<file path="src/rtl/ofe_chan_pkg.sv">
package ofe_chan_pkg;

    // Host-side queues; the event queue is one more ring after them.
    localparam int NUM_HOSTQ = 3;
    localparam int NUM_RINGS = NUM_HOSTQ + 1;
    localparam int QID_RECV  = 2;

    typedef enum logic [3:0] {
        RA_POST_CONN = 4'd0,
        RA_POST_XMIT = 4'd1,
        RA_POST_RECV = 4'd2,
        RA_EVT       = 4'd3,
        RA_STATUS    = 4'd4,
        RA_PTR_CONN  = 4'd5,
        RA_PTR_XMIT  = 4'd6,
        RA_PTR_RECV  = 4'd7,
        RA_PTR_EVT   = 4'd8
    } reg_addr_e;

    typedef enum logic [1:0] {
        CK_DONE    = 2'd0,
        CK_RX_PART = 2'd1,
        CK_RX_FULL = 2'd2,
        CK_OTHER   = 2'd3
    } cpl_kind_e;

endpackage

</file>
<file path="src/rtl/ofe_ring.sv">
module ofe_ring #(
    parameter int DW = 32,
    parameter int AW = 3
) (
    input  logic          clk,
    input  logic          rst_n,
    input  logic          push_i,
    input  logic [DW-1:0] push_data_i,
    input  logic          pop_i,
    output logic [DW-1:0] head_o,
    output logic [AW-1:0] prod_o,
    output logic [AW-1:0] cons_o,
    output logic          empty_o,
    output logic          full_o
);
    localparam int DEPTH = 1 << AW;

    typedef struct packed {
        logic [DEPTH-1:0][DW-1:0] mem;
        logic [AW-1:0]            prod;
        logic [AW-1:0]            cons;
    } ring_t;

    ring_t r_d, r_q;
    logic  full_w, empty_w;

    always_comb begin
        r_d     = r_q;
        full_w  = (AW'(r_q.prod + 1'b1) == r_q.cons);
        empty_w = (r_q.prod == r_q.cons);
        // Fullness is judged on the current state; a pop in the same
        // cycle does not make room for a push.
        if (push_i && !full_w) begin
            r_d.mem[r_q.prod] = push_data_i;
            r_d.prod          = AW'(r_q.prod + 1'b1);
        end
        if (pop_i && !empty_w) begin
            r_d.cons = AW'(r_q.cons + 1'b1);
        end
    end

    always_ff @(posedge clk) begin
        if (!rst_n) r_q <= '0;
        else        r_q <= r_d;
    end

    assign head_o  = r_q.mem[r_q.cons];
    assign prod_o  = r_q.prod;
    assign cons_o  = r_q.cons;
    assign empty_o = empty_w;
    assign full_o  = full_w;

endmodule

</file>
<file path="src/rtl/ofe_chan_ctl.sv">
module ofe_chan_ctl
    import ofe_chan_pkg::*;
#(
    parameter int NQ = 3
) (
    input  logic          clk,
    input  logic          rst_n,
    input  logic [NQ-1:0] post_wr_i,
    input  logic [NQ-1:0] host_full_i,
    input  logic          cpl_acc_i,
    input  logic [1:0]    cpl_kind_i,
    input  logic          rx_pending_i,
    input  logic          evt_pop_i,
    input  logic          evt_last_i,
    output logic [NQ-1:0] ovf_o,
    output logic          irq_o
);
    typedef struct packed {
        logic [NQ-1:0] ovf;
        logic          irq;
    } ctl_t;

    ctl_t c_d, c_q;
    logic raise, drain;

    always_comb begin
        c_d     = c_q;
        c_d.ovf = c_q.ovf | (post_wr_i & host_full_i);
        // Partial receive data interrupts only while a receive request waits.
        raise   = cpl_acc_i && ((cpl_kind_i != CK_RX_PART) || rx_pending_i);
        // The last record leaves the event queue and nothing new arrives.
        drain   = evt_pop_i && evt_last_i && !cpl_acc_i;
        c_d.irq = raise || (c_q.irq && !drain);
    end

    always_ff @(posedge clk) begin
        if (!rst_n) c_q <= '0;
        else        c_q <= c_d;
    end

    assign ovf_o = c_q.ovf;
    assign irq_o = c_q.irq;

endmodule

</file>
<file path="src/rtl/ofe_reg_rd.sv">
module ofe_reg_rd
    import ofe_chan_pkg::*;
#(
    parameter int DW = 32,
    parameter int AW = 3,
    parameter int NQ = 3,
    parameter int NR = 4
) (
    input  logic           rd_i,
    input  logic [3:0]     addr_i,
    input  logic [DW-1:0]  evt_head_i,
    input  logic           evt_empty_i,
    input  logic [NQ-1:0]  ovf_i,
    input  logic           irq_i,
    input  logic [NR*AW-1:0] prod_i,
    input  logic [NR*AW-1:0] cons_i,
    output logic [DW-1:0]  rdata_o
);
    always_comb begin
        rdata_o = '0;
        if (rd_i) begin
            if (addr_i == RA_EVT) begin
                if (!evt_empty_i) rdata_o = evt_head_i;
            end else if (addr_i == RA_STATUS) begin
                rdata_o[NQ-1:0] = ovf_i;
                rdata_o[NQ]     = irq_i;
            end else begin
                for (int q = 0; q < NR; q++) begin
                    if (addr_i == 4'(int'(RA_PTR_CONN) + q)) begin
                        rdata_o[AW-1:0]  = prod_i[q*AW +: AW];
                        rdata_o[8 +: AW] = cons_i[q*AW +: AW];
                    end
                end
            end
        end
    end

endmodule

</file>
<file path="src/rtl/ofe_cmd_chan.sv">
module ofe_cmd_chan
    import ofe_chan_pkg::*;
#(
    parameter int DW = 32,
    parameter int AW = 3
) (
    input  logic                  clk,
    input  logic                  rst_n,
    input  logic                  reg_wr,
    input  logic                  reg_rd,
    input  logic [3:0]            reg_addr,
    input  logic [DW-1:0]         reg_wdata,
    output logic [DW-1:0]         reg_rdata,
    output logic [NUM_HOSTQ-1:0]  desc_valid,
    input  logic [NUM_HOSTQ-1:0]  desc_ready,
    output logic [NUM_HOSTQ*DW-1:0] desc_data,
    input  logic                  cpl_valid,
    input  logic [1:0]            cpl_kind,
    input  logic [DW-1:0]         cpl_data,
    output logic                  cpl_ready,
    output logic                  irq
);
    localparam int EVT = NUM_HOSTQ;

    logic [NUM_RINGS-1:0]         ring_push, ring_pop, ring_empty, ring_full;
    logic [NUM_RINGS-1:0][DW-1:0] ring_wdata, ring_head;
    logic [NUM_RINGS*AW-1:0]      ring_prod, ring_cons;
    logic [NUM_HOSTQ-1:0]         post_wr;
    logic [NUM_HOSTQ-1:0]         sticky_ovf;
    logic                         evt_pop, evt_last, cpl_acc;

    assign evt_pop  = reg_wr && (reg_addr == RA_EVT);
    assign cpl_acc  = cpl_valid && cpl_ready;
    assign cpl_ready = ~ring_full[EVT];
    assign evt_last = (ring_prod[EVT*AW +: AW] == AW'(ring_cons[EVT*AW +: AW] + 1'b1));

    for (genvar q = 0; q < NUM_RINGS; q++) begin : g_ring
        if (q < NUM_HOSTQ) begin : g_host
            assign post_wr[q]            = reg_wr && (reg_addr == 4'(q));
            assign ring_push[q]          = post_wr[q];
            assign ring_pop[q]           = desc_ready[q];
            assign ring_wdata[q]         = reg_wdata;
            assign desc_valid[q]         = ~ring_empty[q];
            assign desc_data[q*DW +: DW] = ring_head[q];
        end else begin : g_evt
            assign ring_push[q]  = cpl_valid;
            assign ring_pop[q]   = evt_pop;
            assign ring_wdata[q] = cpl_data;
        end

        ofe_ring #(.DW(DW), .AW(AW)) i_ring (
            .clk         (clk),
            .rst_n       (rst_n),
            .push_i      (ring_push[q]),
            .push_data_i (ring_wdata[q]),
            .pop_i       (ring_pop[q]),
            .head_o      (ring_head[q]),
            .prod_o      (ring_prod[q*AW +: AW]),
            .cons_o      (ring_cons[q*AW +: AW]),
            .empty_o     (ring_empty[q]),
            .full_o      (ring_full[q])
        );
    end

    ofe_chan_ctl #(.NQ(NUM_HOSTQ)) i_ctl (
        .clk          (clk),
        .rst_n        (rst_n),
        .post_wr_i    (post_wr),
        .host_full_i  (ring_full[NUM_HOSTQ-1:0]),
        .cpl_acc_i    (cpl_acc),
        .cpl_kind_i   (cpl_kind),
        .rx_pending_i (~ring_empty[QID_RECV]),
        .evt_pop_i    (evt_pop),
        .evt_last_i   (evt_last),
        .ovf_o        (sticky_ovf),
        .irq_o        (irq)
    );

    ofe_reg_rd #(.DW(DW), .AW(AW), .NQ(NUM_HOSTQ), .NR(NUM_RINGS)) i_rd (
        .rd_i        (reg_rd),
        .addr_i      (reg_addr),
        .evt_head_i  (ring_head[EVT]),
        .evt_empty_i (ring_empty[EVT]),
        .ovf_i       (sticky_ovf),
        .irq_i       (irq),
        .prod_i      (ring_prod),
        .cons_i      (ring_cons),
        .rdata_o     (reg_rdata)
    );

endmodule

</file>
<file path="config.mk">
export PLATFORM = sky130hd
export DESIGN_NAME = ofe_cmd_chan
export DESIGN_NICKNAME = d
export VERILOG_FILES = /design/src/rtl/ofe_chan_pkg.sv /design/src/rtl/ofe_ring.sv /design/src/rtl/ofe_chan_ctl.sv /design/src/rtl/ofe_reg_rd.sv /design/src/rtl/ofe_cmd_chan.sv
export SDC_FILE = /design/constraint.sdc
export NUM_CORES = 2
export LEC_CHECK = 0
export BUFFER_PORTS_ARGS = -buffer_cell sky130_fd_sc_hd__clkbuf_2
export CAP_MARGIN = 10
export CORE_UTILIZATION = 58
export DETAILED_ROUTE_END_ITERATION = 16
export PLACE_DENSITY_LB_ADDON = 0.1
export SYNTH_ARGS = -nofsm -noshare
export SYNTH_HDL_FRONTEND = slang
export SYNTH_HIERARCHICAL = 1
export SYNTH_SLANG_ARGS = --single-unit
</file>
<file path="constraint.sdc">
create_clock -name clk -period 5.3 [get_ports clk]
set_input_delay 0.265 -clock clk [delete_from_list [all_inputs] [get_ports clk]]
set_output_delay 0.265 -clock clk [all_outputs]
set_load 0.05 [all_outputs]
</file>
==> impl_results.md <==
- Status: finished, final reports clean
- Core area: approximately 81000 um^2
- PD cells: about 330 nW/um^2
- Post-synthesis net count: 4338
- Vias: 31500
- Clock skew: 0.0214 ns
- MaxCap Viol Count: 0
- Syn Area/Cell: 11.1 um^2
- Worst hold path class: in -> reg
- Synth Warn #: 6
- Pre-CTS setup slack: around 2.1 ns
- Clock root buffer: clkbuf_16
- Critical path launch point type: flop
- Dominant synthesized flop cell: dfxtp_1
- Total Routing Usage GR: 0.278
- Most common library cells after synthesis: nand2_1, dfxtp_1, mux2i_1
- Die span in x: ~290 um
- Seq/Total Area, Yosys: 0.446
- Num rows: 104
- Clock latency on the worst-skew pair: 0.68 ns
- Layout area overhead: 10.9%
- Final instance area: 52300 um^2
- Initial antenna violation count: 4
- Switching Power: 3.96 mW
- Final Hold Violating Endpoints: 0
- Synthesized flop and latch total: 1052
- Initial DRC Count: 2338
- Placed inst area: 48200 um^2
- Worst-case clock buffer depth: 3
- Crit. End Element: primary output
- Post-layout util: 0.649
- Detailed Route WL: 116000 um
- Setup Total Neg Slack: 0 ns
- Most area-consuming cells after synthesis: dfxtp_1, mux2i_1, mux4_2, nand2_1, mux2_2
- Cell variety after synth: 57
- VDD IR-drop max: 301 uV
- Post-synth EDFFs: 0
- Max-slew headroom: 0.286
- DIE HEIGHT: 287 um
- Minimum clock period: roughly 3.8 ns
- Initial Util: 0.586
- Final setup violation count: 0
- Detailed-router iteration count before antenna repair: 7
- Antenna-violating nets left: 0
- Slew Limit Fails: 0
- H-tree Lvls: 3
- Mapped Cells: between 4000 and 5000
- Worst Slack Setup Final: 1.45 ns
- Fin crit share: 0.726
- Synth async-reset ratio: 0
- Crit Path Class: reg -> out
- Cell Area, Synth: 47200 um^2
- Clock power share: 0.485
- Multi-input gate area: 24100 um^2
- Number of setup buffers added after CTS: 0
- Layout cells sized above 1: 0.210
- CTS clk-pin slew, worst paths: 0.06 ns
- TritonCTS clock tree: yes
- Hold-fix buffers at CTS: 6
- Slew @ Worst Pin: between 1 and 1.5 ns
- Area leader, netlist: dfxtp_1
- Final routed DRC violation total: 0
- Layout fillers: 6353
- Final Power: 17.4 mW
- Worst Path Arrival: 3.58 ns
- IO Count: 211
- Final Wtd Congestion: between 0.7 and 0.8
- Grt total ovfl: 0
- Post-DR vias/cell: about 5.8
- Reg area: between 20000 and 25000 um^2
- # diodes: 0
- Int Power: roughly 13 mW
- Clk sinks: 1052
- Cts repair resizes: 0
- DP HPWL: 69200 um
- Top-count cell post-synth: nand2_1
- Post-synth top area share: 0.446
- Post-DR wirelength/cell: 21.4 um
- Crit Path Max Fanout: 44
- Num CTS Buffers: between 100 and 150
- Switching portion of total power: 0.228
- Max Clock Freq: 0.260 GHz
- Buffers on Ports: 210
- RSZ-0062 raised after global routing: no
- Vias in the first global route: about 31000
- NumNets Final: 4372
- Sequential Power Share: 0.463
- Global-route wire length before repair: 180000 um
- CP required: 5.04 ns
- Leakage power: roughly 18 nW
- Die area: ~83000 um^2
- Largest net degree at the start of global routing: 139
- Logic pwr share: 0.052
[sequential cells by signal (all words and copies together), names as in the netlist]
| name | count |
|---|---|
| g_ring.i_ring/cons_o | 12 |
| g_ring.i_ring/prod_o | 12 |
| g_ring.i_ring/r_q | 1024 |
| i_ctl/irq_o | 1 |
| i_ctl/ovf_o | 3 |
[path summary, 6_finish.rpt]
kind | from | to | slack (ns) | cells after the start
max | g_ring[3].i_ring/cons_o[0] | reg_rdata[8] | 1.45 | 6
min | cpl_data[5] | g_ring[3].i_ring/r_q[75] | 0.03 | 3
max reg2reg | g_ring[2].i_ring/cons_o[0] | i_ctl/irq_o | 2.00 | 6
min reg2reg | g_ring[1].i_ring/r_q[200] | g_ring[1].i_ring/r_q[200] | 0.45 | 2
[cells in the final DEF (no fill, tap or decap), drive strengths merged, types with 18 or more instances in the layout]
master / netlist / routed
mux4: 256 / 256
mux2: 128 / 128
clkbuf: 167 / 363
nor3: 24 / 24
nand2: 1175 / 1175
buf: 197 / 72
and3: 33 / 33
nor2b: 18 / 18
clkinv: 0 / 23
mux2i: 1039 / 1039
bufinv: 0 / 18
dfxtp: 1052 / 1052
[stage by stage]
step                hold slack, ns  cells
floorplan                    0.393   4251
global placement             0.438   5228
detailed placement           0.443   5228
CTS                        0.00802   5437
global route                0.0344   5437
finish                      0.0282   5437
[power by group through the flow]
stage               clock [mW]  sequential, mW  combinational, mW
floorplan                    0            8.19              0.669
global placement             0            8.22              0.896
detailed placement           0            8.22              0.899
CTS                       8.55            8.05              0.905
global route              8.89            8.06              0.961
finish                    8.42            8.05              0.906
[layout make-up]
cell class	count	share of cell area
Clock buffer	154	0.0621
Clock inverter	49	0.0149
Inverter	14	0.00120
Multi-Input combinational cell	2821	0.460
Sequential cell	1052	0.403
Tap cell	1060	0.0254
Timing Repair Buffer	287	0.0335
[per-layer routing]
| metal | share of wire | global-route usage | vias to the layer above |
|---|---|---|---|
| li1 | - | - | 14900 |
| met1 | 0.46 | 0.401 | 15700 |
| met2 | 0.46 | 0.440 | 750 |
| met3 | 0.051 | 0.0321 | 168 |
| met4 | 0.025 | 0.0810 | 2 |
| met5 | 0.00011 | 0 | - |
[logic make-up (layout without fill, tap and decap cells)]
family,Yosys count,in the layout,share of synthesized area
AO/OA/AOI/OAI,47,47,0.00721
AND/OR/NAND/NOR,1307,1307,0.118
multiplexers,1423,1423,0.373
adder cells (fa/ha/maj),9,9,0.00239
flip-flops,1052,1052,0.446
XOR/XNOR,35,35,0.00809
buffers and inverters,378,504,0.0454
[critical path, stage by stage, from the launching register on]
cell and delay, ns:
dfxtp_4 0.85, buf_4 0.57, mux4_2 0.56, mux2_2 0.29, a221oi_1 0.31, nor2b_1 0.08
clkbuf_2 0.24
No activity file was read; power rests on OpenSTA's default activity.
